File: src/rtl/rtc_outctl_pkg.sv
package rtc_outctl_pkg;

    localparam int unsigned REG_W       = 8;
    localparam int unsigned BIT_LEVEL   = 7;
    localparam int unsigned BIT_WAVE_EN = 6;
    localparam int unsigned BIT_PFAIL   = 0;

    typedef struct packed {
        logic level;
        logic wave_en;
        logic pwr_fail;
    } ctl_t;

    typedef enum logic {
        SRC_LEVEL = 1'b0,
        SRC_WAVE  = 1'b1
    } pin_src_e;

    localparam ctl_t CTL_DEFAULT = '{level: 1'b1, wave_en: 1'b0, pwr_fail: 1'b1};

    function automatic logic [REG_W-1:0] ctl_to_word(input ctl_t c);
        logic [REG_W-1:0] w;
        w              = '0;
        w[BIT_LEVEL]   = c.level;
        w[BIT_WAVE_EN] = c.wave_en;
        w[BIT_PFAIL]   = c.pwr_fail;
        return w;
    endfunction

    function automatic logic [REG_W-1:0] live_mask();
        logic [REG_W-1:0] m;
        m              = '0;
        m[BIT_LEVEL]   = 1'b1;
        m[BIT_WAVE_EN] = 1'b1;
        m[BIT_PFAIL]   = 1'b1;
        return m;
    endfunction

endpackage

File: src/rtl/rtc_outctl_div.sv
module rtc_outctl_div #(
    parameter int unsigned DIV = 64
) (
    input  logic clk,
    input  logic rst,
    input  logic tick_i,
    output logic wave_o
);
    localparam int unsigned CNT_W = (DIV > 2) ? $clog2(DIV) : 1;
    localparam int unsigned HALF  = DIV / 2;
    localparam logic [CNT_W-1:0] LAST   = CNT_W'(DIV - 1);
    localparam logic [CNT_W-1:0] HALF_C = CNT_W'(HALF);

    logic [CNT_W-1:0] cnt_q;

    always_ff @(posedge clk) begin
        if (rst) begin
            cnt_q <= '0;
        end else if (tick_i) begin
            if (cnt_q == LAST) cnt_q <= '0;
            else               cnt_q <= cnt_q + 1'b1;
        end
    end

    // High during the second half of each period.
    assign wave_o = (cnt_q >= HALF_C);

endmodule

File: src/rtl/rtc_outctl_reg.sv
module rtc_outctl_reg
    import rtc_outctl_pkg::*;
#(
    parameter int unsigned ADDR_W   = 8,
    parameter int unsigned REG_ADDR = 7,
    parameter int unsigned SECT_LO  = 0,
    parameter int unsigned SECT_HI  = 7
) (
    input  logic              clk,
    input  logic              rst,
    input  logic              wr_en_i,
    input  logic [ADDR_W-1:0] wr_addr_i,
    input  logic [REG_W-1:0]  wr_data_i,
    output ctl_t              ctl_o
);
    localparam logic [ADDR_W-1:0] REG_A = ADDR_W'(REG_ADDR);
    localparam logic [ADDR_W-1:0] LO_A  = ADDR_W'(SECT_LO);
    localparam logic [ADDR_W-1:0] HI_A  = ADDR_W'(SECT_HI);

    ctl_t ctl_q;
    logic hit_reg;
    logic hit_sect;

    assign hit_reg = wr_en_i && (wr_addr_i == REG_A);

    generate
        if (SECT_LO == 0) begin : g_sect_from_zero
            assign hit_sect = wr_en_i && (wr_addr_i <= HI_A);
        end else begin : g_sect_window
            assign hit_sect = wr_en_i && (wr_addr_i >= LO_A) && (wr_addr_i <= HI_A);
        end
    endgenerate

    always_ff @(posedge clk) begin
        if (rst) begin
            ctl_q <= CTL_DEFAULT;
        end else begin
            if (hit_reg) begin
                ctl_q.level   <= wr_data_i[BIT_LEVEL];
                ctl_q.wave_en <= wr_data_i[BIT_WAVE_EN];
            end
            if (hit_sect) ctl_q.pwr_fail <= 1'b0;
        end
    end

    assign ctl_o = ctl_q;

endmodule

File: src/rtl/rtc_outctl_pinmux.sv
module rtc_outctl_pinmux
    import rtc_outctl_pkg::*;
(
    input  ctl_t ctl_i,
    input  logic wave_i,
    output logic pull_low_o
);
    pin_src_e src;

    assign src = ctl_i.wave_en ? SRC_WAVE : SRC_LEVEL;

    always_comb begin
        unique case (src)
            SRC_WAVE:  pull_low_o = ~wave_i;
            default:   pull_low_o = ~ctl_i.level;
        endcase
    end

endmodule

File: src/rtl/rtc_outctl.sv
module rtc_outctl
    import rtc_outctl_pkg::*;
#(
    parameter int unsigned ADDR_W   = 8,
    parameter int unsigned REG_ADDR = 7,
    parameter int unsigned SECT_LO  = 0,
    parameter int unsigned SECT_HI  = 7,
    parameter int unsigned DIV      = 64
) (
    input  logic              clk,
    input  logic              rst,
    input  logic              tick_i,
    input  logic              wr_en_i,
    input  logic [ADDR_W-1:0] wr_addr_i,
    input  logic [7:0]        wr_data_i,
    input  logic [ADDR_W-1:0] rd_addr_i,
    output logic [7:0]        rd_data_o,
    output logic              pin_pull_low_o,
    output logic              pwr_fail_o
);
    localparam logic [ADDR_W-1:0] REG_A = ADDR_W'(REG_ADDR);
    localparam logic [REG_W-1:0]  LIVE  = live_mask();

    ctl_t             ctl;
    logic             wave;
    logic [REG_W-1:0] word;
    logic             ft_w;
    logic             out_w;

    rtc_outctl_reg #(
        .ADDR_W   (ADDR_W),
        .REG_ADDR (REG_ADDR),
        .SECT_LO  (SECT_LO),
        .SECT_HI  (SECT_HI)
    ) u_reg (
        .clk       (clk),
        .rst       (rst),
        .wr_en_i   (wr_en_i),
        .wr_addr_i (wr_addr_i),
        .wr_data_i (wr_data_i),
        .ctl_o     (ctl)
    );

    rtc_outctl_div #(.DIV(DIV)) u_div (
        .clk    (clk),
        .rst    (rst),
        .tick_i (tick_i),
        .wave_o (wave)
    );

    rtc_outctl_pinmux u_mux (
        .ctl_i      (ctl),
        .wave_i     (wave),
        .pull_low_o (pin_pull_low_o)
    );

    assign word = ctl_to_word(ctl);

    // Unused bit positions are tied to zero per bit.
    generate
        for (genvar b = 0; b < REG_W; b++) begin : g_rd
            if (LIVE[b]) begin : g_live
                assign rd_data_o[b] = (rd_addr_i == REG_A) && word[b];
            end else begin : g_zero
                assign rd_data_o[b] = 1'b0;
            end
        end
    endgenerate

    assign pwr_fail_o = ctl.pwr_fail;
    assign ft_w       = ctl.wave_en;
    assign out_w      = ctl.level;

endmodule

File: config.mk
export PLATFORM = sky130hd
export DESIGN_NAME = rtc_outctl
export DESIGN_NICKNAME = d
export VERILOG_FILES = /design/src/rtl/rtc_outctl_pkg.sv /design/src/rtl/rtc_outctl_div.sv /design/src/rtl/rtc_outctl_reg.sv /design/src/rtl/rtc_outctl_pinmux.sv /design/src/rtl/rtc_outctl.sv
export SDC_FILE = /design/constraint.sdc
export NUM_CORES = 1
export LEC_CHECK = 0
export BUFFER_PORTS_ARGS = -buffer_cell sky130_fd_sc_hd__buf_2
export CAP_MARGIN = 20
export CORE_UTILIZATION = 39
export CTS_CLUSTER_SIZE = 12
export DETAILED_ROUTE_END_ITERATION = 7
export PLACE_DENSITY = 0.78
export SYNTH_ARGS = -nofsm -noshare
export SYNTH_HDL_FRONTEND = slang
export SYNTH_SLANG_ARGS = --single-unit
File: constraint.sdc
create_clock -name clk -period 1.75 [get_ports clk]
set_input_delay 0.35 -clock clk [delete_from_list [all_inputs] [get_ports clk]]
set_output_delay 0.35 -clock clk [all_outputs]
set_load 0.02 [all_outputs]
== Word level (Yosys, flattened, before mapping) ==
Index checks and enable logic that the tools add are counted.
Cells by class
  $add $sub $neg: 1
  $lt $le $gt $ge: 2
  equality and inequality tests: 3
  muxes and demuxes: 3
  bitwise gates (word level): 2
  reductions and logical operators: 5
Operators with widths (number)
  $eq 8x3->1 const B: 2
  $le 8x3->1 const B: 1
  $add 6x1->6 const B: 1
  $eq 6x6->1 const B: 1
  $ge 6x6->1 const B: 1
  $mux 6: 1
  $logic_and 1x1->1: 5
  $mux 1: 2
  $not 1->1: 2
Storage, ports and cells
  register bits after elaboration: 9
  input bits: 28
  logic and storage cells: 20

== Logic depth before layout (Yosys ltp) ==
Gate-level depths: netlist of run 1.
  word-level depth: 3
  depth in mapped cells: 4

== Hierarchy ==
From an unflattened synthesis of run 1, not the netlist that was laid out.
Unflattened totals
  cell total of the unflattened synthesis: 60
  area, all modules: 526.8 um2
Modules (own cells, without submodules)
  rtc_outctl_div: instances 1, cells an instance 30, area each 277.8 um2, sequential area each 120.1 um2
  rtc_outctl_reg: instances 1, cells an instance 15, area each 150.1 um2, sequential area each 60.1 um2
  rtc_outctl: instances 1, cells an instance 14, area each 88.8 um2, sequential area each 0.0 um2
  rtc_outctl_pinmux: instances 1, cells an instance 1, area each 10.0 um2, sequential area each 0.0 um2

== Least setup slack after synthesis of run 1 ==
Ideal clock, no wire load.
  path kind: input to output
  start point: input port rd_addr_i[4]
  end point: output port rd_data_o[0]
  arrival time: 1.363 ns
  required time: 1.400 ns
  path slack: 0.037 ns
  cell stages on the path: 2
  path buffers: 0
  cell sequence: or3_1 > nor4_1
Between the ends
  longest elaborated chain between the ends: 2
RTL lines
  start, declared: RTL line rtc_outctl.sv:16  | input logic [ADDR_W-1:0] rd_addr_i,
  $eq 8x3->1: RTL line rtc_outctl.sv:63  | assign rd_data_o[b] = (rd_addr_i == REG_A) && word[b];
  $logic_and 1x1->1: RTL line rtc_outctl.sv:63
  end, declared: RTL line rtc_outctl.sv:17  | output logic [7:0] rd_data_o,
No other way between the ends.

== Final worst setup path of run 1 ==
  start point: input port rd_addr_i[4]
  end point: output port rd_data_o[6]
Same word-level chain as after synthesis.

==> results of run 1 <==
==> synthesized netlist by cell type, types with 2 or more instances <==
master    n
ha_1      2
nand3_1   2
nand2_1   2
nand2b_1  2
inv_1     4
nor2_1    7
a211oi_1  2
and4_1    2
dfxtp_1   9
xor2_1    2
buf_4     5
nand4_1   2
mux2i_1   4
and2_1    3
==> power by group <==
group / switching, mW / internal, mW
combinational: 0.0319 / 0.0301
sequential: 0.00686 / 0.210
clock: 0.0668 / 0.0875
==> area by class of cell <==
cell class | instances | area [sq um]
fillers | 122 | 602
multi-input cells | 47 | 329
flip-flops and latches | 9 | 180
repair buffers | 26 | 130
clock buffers | 4 | 26.3
well taps | 15 | 18.8
inverters | 4 | 15.0
==> sequential cells by signal, indices dropped and copies added (netlist names) <==
signal and cells:
u_div.cnt_q 6, u_reg.ctl_o 3
==> cell families after synthesis <==
family,Yosys count,synth area share (%)
other,1,0.681
and+or+nand+nor,27,30.5
muxes,4,7.27
xor gates and xnor gates,3,4.77
DFF,9,32.7
adders and majority gates,2,4.54
buffers and inverters,11,11.1
AOI/OAI and AO/OA,6,8.41
==> per-layer routing <==
layer  global-route usage (%)  share of wire, %  vias up
li1                         -                 -      260
met1                     12.3                39      217
met2                     32.4                53       22
met3                     8.52               8.4        0
met4                     5.17                 0        0
met5                        0                 0        -
==> through the flow <==
stage	util, %	instances	power [mW]
floorplan	-	67	0.266
global placement	51.3	101	0.281
detailed placement	51.3	101	0.283
CTS	53.4	105	0.443
global route	53.8	105	0.467
finish	53.8	105	0.434
==> worst reg2reg max path, delay by kind of cell (launching register included) <==
family / cells / cell delay (ps)
AOI/OAI and AO/OA: 2 / 420
DFF: 1 / 360
adders and majority gates: 1 / 260
and+or+nand+nor: 1 / 220
==> worst paths after layout <==
kind	startpoint	endpoint	slack, ps	cells past startpoint
max	rd_addr_i[4]	rd_data_o[6]	130	5
min	wr_data_i[7]	u_reg.ctl_o[2]	360	3
max reg2reg	u_div.cnt_q[0]	u_div.cnt_q[3]	450	4
min reg2reg	u_reg.ctl_o[0]	u_reg.ctl_o[0]	500	2
==> flow_summary.yaml, run 1 <==
routing:
  first_iter_violations: 1
  detail-route-antenna-nets: 0
  drcViolationCount: 0
  first_pass_iters: 2
  vias_per_cell: 4.75
  finalWirelength_microns: 1060
  dr_total_vias: 499
  avgRoutedWirePerCell_microns: 10.1
sta:
  finalCriticalPeriod_ps: 1620
  report.final.hold_viol_count: 0
  final_min_period_over_clock_period_pct: 92.7
  final_critical_path_setup_slack_ps: 129
  worst_clock_skew_ps: 5.03
  max_clock_freq_mhz: 617
  fin_hold_ws_ps: 360
  unrepaired_setup_endpoints_after_global_routing: "no"
  timing.final.max_slew_violations: 0
  finalSetupTns_ps: 0
  finalSetupViolations: 0
place:
  port_buffers: 26
  place_ws_ps: 58.5
  post_dp_cell_area_sq_um: 668
  hpwl_microns: 842
  routabilityCongestion: 0.727
cts:
  clock_sink_count: 9
  worst_setup_hold_path_clk_slew_ps: 60
  cts_inserted_buffers: 3
  ctsRootBufferMaster: "clkbuf_4"
  cts-root-to-sink-buffers: 2
  postCtsSetupRepairBufs: 0
  clock_latency_ps: 250
  post_cts_hold_buffer_count: 0
  cts_htree_levels: 1
  cts_tree: "built"
  post_cts_resized: 0
logic_synthesis:
  cells_after_synthesis: 63
  synth_largest_area_cell: "dfxtp_1"
  synth-seq-area-share_pct: 32.7
  synth.lib_cells_used.distinct: 29
  mappedNetlistArea_sq_um: 551
  async_sr_flop_fraction_pct: 0
  postSynthRegisterBits: 9
  yosysTopAreaCellShare_pct: 32.7
  synth.avg_cell_area_sq_um: 8.74
  number_of_flops_mapped_to_enable_cells_by_yosys: 0
  yosys_warnings: 0
  synthTopCellsByArea: "dfxtp_1 (33%), mux2i_1 (7.3%), buf_4 (6.8%)"
  synth_ff_type: "dfxtp_1"
floorplanning:
  rows: 13
  start_util_pct: 42.3
  fp.dieArea_sq_mm: 0.00157
  floorplan.io_pins: 38
  fp.coreArea_sq_mm: 0.00130
  die-width_microns: 39.6
  die_h_microns: 39.6
cells_and_area:
  post_route_standard_cell_area_excluding_fillers_sq_um: 699
  design.final.nets: 121
  post_route_cells_drive_above_1_share_pct: 37.8
  insertedDiodeCount: 0
  layout.cells.most_common: "buf_2"
  area_delta_synth_final_pct: 27.0
  layout_common_cells: "buf_2 (26), dfxtp_1 (9), nor2_1 (7), conb_1 (5)"
worst_setup_path:
  critical_path.max_fanout: 2
  cp_data_required_time_ps: 1400
  critical-path-top-cell-by-count: "buf_2"
  crit_family: "simple AND/OR/NAND/NOR gates"
  cp-end-kind: "output pin"
  critical_path.startpoint_type: "input port"
  slowest_delay_ps: 390
  arrival_ps: 1270
  worstPathCellList: "buf_2, or3_1, nor3_2, and2_1, buf_2"
  cp_slowest_cell: "or3_1"
  worst-path-buf-inv: 2
  path_class: "in2out"
global_routing:
  maximum_number_of_pins_on_one_net_before_global_route_repair: 12
  first_pass_grt_wire_length_microns: 1580
  antenna_violations_before_repair: 0
  vias_in_the_first_global_route: 417
  grt_overflow: 0
  groute.usage.overall_pct: 16.0
power:
  total_leakage_power_nw: 0.339
  power.density_cell_area_mw_per_mm2: 620
  vdd.ir_drop.worst_uv: 331
hold_path:
  hold_path.class: "in2reg"
job:
  max-cap-violations: 0
outcome:
  run_status: "completed"
(Power assumes the default switching activity.)
==> run 2: changes to the inputs <==
- ABC_AREA: unset -> 1
- PLACE_DENSITY: 0.78 -> 0.79
==> flow_summary.yaml, run 2 <==
worst_setup_path:
  r2r_setup_slack_ps: 570
  cp_data_required_time_ps: 1400
  path_length_in_cells_of_the_critical_path: 6
  cp-end-kind: "output pin"
  crit_start: "rd_addr_i[1]"
  crit_family: "simple AND/OR/NAND/NOR gates"
  worst-path-buf-inv: 2
  r2r_end: "u_div.cnt_q[3]"
  ff2ff_path_depth: 6
  path_class: "in2out"
  worstPathCellList: "buf_2, nand2_1, nor3b_1, nand3_1, nor2_1, buf_2"
  slowest_delay_ps: 170
  arrival_ps: 1050
  cp_slowest_cell: "nor3b_1"
  critical_path.max_fanout: 3
  worstReg2RegStart: "u_div.cnt_q[0]"
  critical-path-top-cell-by-count: "buf_2"
  timing.critical_path.to: "rd_data_o[6]"
  critical_path.startpoint_type: "input port"
cts:
  ctsRootBufferMaster: "clkbuf_4"
  clock_latency_ps: 260
  cts_tree: "built"
  post_cts_hold_buffer_count: 0
  cts-root-to-sink-buffers: 2
  post_cts_resized: 0
  worst_setup_hold_path_clk_slew_ps: 60
  cts_inserted_buffers: 3
  cts_htree_levels: 1
  clock_sink_count: 9
  postCtsSetupRepairBufs: 0
logic_synthesis:
  synth_largest_area_cell: "dfxtp_1"
  number_of_flops_mapped_to_enable_cells_by_yosys: 0
  yosys_warnings: 0
  mappedNetlistArea_sq_um: 539
  postSynthRegisterBits: 9
  cells_after_synthesis: 85
  synth-seq-area-share_pct: 33.4
  synth_ff_type: "dfxtp_1"
  synth.avg_cell_area_sq_um: 6.34
  synthTopCellsByCount: "nor2_1 (20), nand2_1 (14), inv_1 (13)"
  synthTopCellsByArea: "dfxtp_1 (33%), nor2_1 (14%), nand2_1 (9.7%)"
  yosysTopAreaCellShare_pct: 33.4
  synthMostInstantiatedCell: "nor2_1"
  synth.lib_cells_used.distinct: 15
  async_sr_flop_fraction_pct: 0
floorplanning:
  fp.coreArea_sq_mm: 0.00130
  start_util_pct: 41.4
  floorplan.io_pins: 38
  die_h_microns: 39.2
  die-width_microns: 39.2
  fp.dieArea_sq_mm: 0.00154
  rows: 13
place:
  routabilityCongestion: 0.775
  port_buffers: 26
  place_ws_ps: 340
  hpwl_microns: 869
global_routing:
  grt_overflow: 0
  vias_in_the_first_global_route: 457
  groute.usage.overall_pct: 16.2
  first_pass_grt_wire_length_microns: 1700
  maximum_number_of_pins_on_one_net_before_global_route_repair: 7
  antenna_violations_before_repair: 0
routing:
  finalWirelength_microns: 1080
  vias_per_cell: 4.52
  detail-route-antenna-nets: 0
  first_pass_iters: 4
  dr_total_vias: 583
  avgRoutedWirePerCell_microns: 8.35
  first_iter_violations: 5
  drcViolationCount: 0
outcome:
  run_status: "completed"
cells_and_area:
  registers.top_by_ff_count: "u_div.cnt_q"
  layout_common_cells: "buf_2 (26), nor2_1 (20), nand2_1 (14), inv_1 (13), dfxtp_1 (9)"
  design.final.nets: 145
  area_delta_synth_final_pct: 28.3
  post_route_cells_drive_above_1_share_pct: 27.2
  insertedDiodeCount: 0
  layout.cells.most_common: "buf_2"
  largest_reg_flops: 6
power:
  vdd.ir_drop.worst_uv: 301
  power.density_cell_area_mw_per_mm2: 630
  total_leakage_power_nw: 0.367
hold_path:
  hold_path.class: "in2reg"
sta:
  finalSetupViolations: 0
  unrepaired_setup_endpoints_after_global_routing: "no"
  finalSetupTns_ps: 0
  final_min_period_over_clock_period_pct: 80.0
  max_clock_freq_mhz: 714
  finalCriticalPeriod_ps: 1400
  report.final.hold_viol_count: 0
  worst_clock_skew_ps: 3.07
  timing.final.max_slew_violations: 0
  final_critical_path_setup_slack_ps: 350
job:
  max-cap-violations: 0
==> run 2: worst min path at each step <==
stage,from,slack (ps),endpoint,cells past startpoint
4_1_cts,rst,280,u_div.cnt_q[1],2
3_5_place_dp,u_reg.ctl_o[0],470,u_reg.ctl_o[0],2
3_3_place_gp,u_reg.ctl_o[0],460,u_reg.ctl_o[0],2
2_1_floorplan,rst,420,u_div.cnt_q[1],1
5_1_grt,rst,280,u_div.cnt_q[1],2
6_report,rst,290,u_div.cnt_q[1],2
==> run 2: cells by family (layout without fill, tap and decap cells) <==
group                      Yosys count  after routing  synth area share (%)
and+or+nand+nor                     50             50                  40.6
adders and majority gates            2              2                  4.64
other                                1              5                 0.695
buffers and inverters               18             43                  16.0
AOI/OAI and AO/OA                    5              5                  4.64
DFF                                  9              9                  33.4
==> run 2: final cells by class <==
| class | count | area, sq um |
|---|---|---|
| inverters | 13 | 48.8 |
| flip-flops and latches | 9 | 180 |
| well taps | 15 | 18.8 |
| clock buffers | 4 | 26.3 |
| repair buffers | 26 | 130 |
| fillers | 126 | 609 |
| multi-input cells | 62 | 288 |
==> run 2: report_power, final <==
part / leakage, nW / total [mW] / internal, mW / switching [mW]
Sequential: 0.0730 / 0.213 / 0.209 / 0.00403
Clock: 0.0150 / 0.161 / 0.0879 / 0.0726
Combinational: 0.279 / 0.0620 / 0.0268 / 0.0352
Total: 0.367 / 0.436 / 0.324 / 0.112
==> run 2: per-stage QoR <==
step	util (%)	hold slack, ps	cells	area (sq um)	total power, mW
2_1_floorplan	-	422	89	554	0.258
3_5_place_dp	51.2	471	125	666	0.280
6_report	53.2	287	129	692	0.436
4_1_cts	53.2	280	129	692	0.439
5_1_grt	53.2	281	129	692	0.460
3_3_place_gp	51.2	464	125	666	0.278
==> run 2: metal layers <==
| layer | wire (microns) | up-vias | track usage [%] |
|---|---|---|---|
| met1 | 478 | 246 | 20.2 |
| met5 | 0 | - | 0 |
| li1 | - | 312 | - |
| met4 | 21 | 0 | 6.90 |
| met3 | 54 | 4 | 3.47 |
| met2 | 523 | 21 | 26.3 |
==> run 3: changes to the inputs <==
- clock period: 1.75 -> 1.3 ns (I/O delays scaled with it)
==> flow_summary.yaml, run 3 (synthesis gave the netlist of run 2 again) <==
power:
  power.share.combinational_pct: 15.4
  sequentialPowerShare_pct: 48.6
  cell_internal_pwr_uw: 439
  p_sw_share_pct: 25.5
  netSwitchingPower_uw: 151
  power.density_cell_area_mw_per_mm2: 837
  power.clock.fraction_pct: 36.1
  vdd.ir_drop.worst_uv: 371
  total_leakage_power_nw: 0.373
sta:
  max_clock_freq_mhz: 814
  report.final.hold_viol_count: 0
  unrepaired_setup_endpoints_after_global_routing: "no"
  finalSetupTns_ps: 0
  timing.final.max_slew_violations: 0
  worst_clock_skew_ps: 6.53
  finalCriticalPeriod_ps: 1230
  final_min_period_over_clock_period_pct: 94.5
  finalSetupViolations: 0
cts:
  postCtsSetupRepairBufs: 0
  post_cts_resized: 0
  clock_latency_ps: 260
  worst_setup_hold_path_clk_slew_ps: 60
  cts_inserted_buffers: 3
  cts_htree_levels: 1
  ctsRootBufferMaster: "clkbuf_4"
  post_cts_hold_buffer_count: 0
  cts-root-to-sink-buffers: 2
  cts_tree: "built"
  clock_sink_count: 9
floorplanning:
  fp.coreArea_sq_mm: 0.00130
  rows: 13
  floorplan.io_pins: 38
  fp.dieArea_sq_mm: 0.00154
  die-width_microns: 39.2
  die_h_microns: 39.2
  start_util_pct: 41.4
cells_and_area:
  layout_common_cells: "buf_2 (26), nor2_1 (20), nand2_1 (14), inv_1 (13), dfxtp_1 (9)"
  area_delta_synth_final_pct: 30.6
  post_route_cells_drive_above_1_share_pct: 28.7
  largest_reg_flops: 6
  seq_area_sq_um: 180
  layout.cells.most_common: "buf_2"
  area_used_by_multi_input_combinational_logic_sq_um: 293
  fillerInstances: 128
  registers.top_by_ff_count: "u_div.cnt_q"
  design.final.nets: 146
  finish.utilization_pct: 54.1
  insertedDiodeCount: 0
global_routing:
  groute.usage.overall_pct: 17.5
  grt_overflow: 0
  vias_in_the_first_global_route: 492
  maximum_number_of_pins_on_one_net_before_global_route_repair: 7
  first_pass_grt_wire_length_microns: 1800
  antenna_violations_before_repair: 0
routing:
  avgRoutedWirePerCell_microns: 9.64
  first_pass_iters: 5
  finalWirelength_microns: 1250
  first_iter_violations: 16
  drcViolationCount: 0
  detail-route-antenna-nets: 0
  dr_total_vias: 621
  vias_per_cell: 4.78
worst_setup_path:
  arrival_ps: 970
  worstReg2RegStart: "u_div.cnt_q[0]"
  critical_path.startpoint_type: "flop"
  cp_data_required_time_ps: 1040
  ff2ff_path_depth: 6
  r2r_setup_slack_ps: 120
  path_class: "reg2out"
  critical_path.max_fanout: 3
  cp-end-kind: "output pin"
  crit_start: "u_div.cnt_q[5]"
  r2r_end: "u_div.cnt_q[0]"
  timing.critical_path.to: "pin_pull_low_o"
hold_path:
  hold_path.class: "in2reg"
place:
  port_buffers: 26
  hpwl_microns: 998
  routabilityCongestion: 0.773
outcome:
  run_status: "completed"
job:
  max-cap-violations: 0
[run 3: changes by cell type in the layout (fill, tap and decap cells not counted)]
cell     previous run  this run
nor3b_2             0         1
nor3b_1             1         0
buf_4               0         1
[run 3: worst max-delay path: stages, from the launching register on]
cell     delay (ps)
dfxtp_1         360
inv_1            80
nand2_1          50
o21ai_0          60
buf_2           160
[run 3: cell type report]
cell class | instances | share of cell area (%)
Tap cell | 15 | 2.66
Inverter | 13 | 6.93
Clock buffer | 4 | 3.73
Multi-Input combinational cell | 62 | 41.6
Sequential cell | 9 | 25.6
Timing Repair Buffer | 27 | 19.5
[run 3: per-layer routing]
layer / GRT usage, % / part of all wire [%] / vias up
li1: - / - / 317
met1: 17.9 / 38 / 257
met2: 31.7 / 50 / 33
met3: 3.47 / 5.3 / 14
met4: 11.2 / 6.5 / 0
met5: 0 / 0 / -
[run 3: through the flow]
stage	setup slack [ps]	hold WS [ps]	power [mW]	instances	instance area [sq um]
3_3_place_gp	90.5	461	0.377	126	673
4_1_cts	71.6	187	0.597	130	699
3_5_place_dp	87.3	462	0.382	126	673
2_1_floorplan	167	332	0.347	89	554
5_1_grt	25.4	188	0.626	130	704
6_report	71.7	193	0.590	130	704
[run 3: how the worst min path moves through the flow]
| stage | start | slack, ps | to | cells after the start |
|---|---|---|---|---|
| after floorplan | rst | 330 | u_div.cnt_q[1] | 1 |
| after global placement | rst | 460 | u_div.cnt_q[1] | 2 |
| after detailed placement | rst | 460 | u_div.cnt_q[1] | 2 |
| after CTS | rst | 190 | u_div.cnt_q[1] | 2 |
| after global routing | rst | 190 | u_div.cnt_q[1] | 2 |
| final | rst | 190 | u_div.cnt_q[1] | 2 |
[run 3: power by group through the flow]
stage               Combinational (mW)  Clock [mW]  Sequential (mW)
floorplan                       0.0545           0            0.293
global route                     0.103       0.237            0.287
CTS                             0.0897       0.221            0.286
finish                          0.0907       0.213            0.286
detailed placement              0.0898           0            0.292
global placement                0.0852           0            0.292
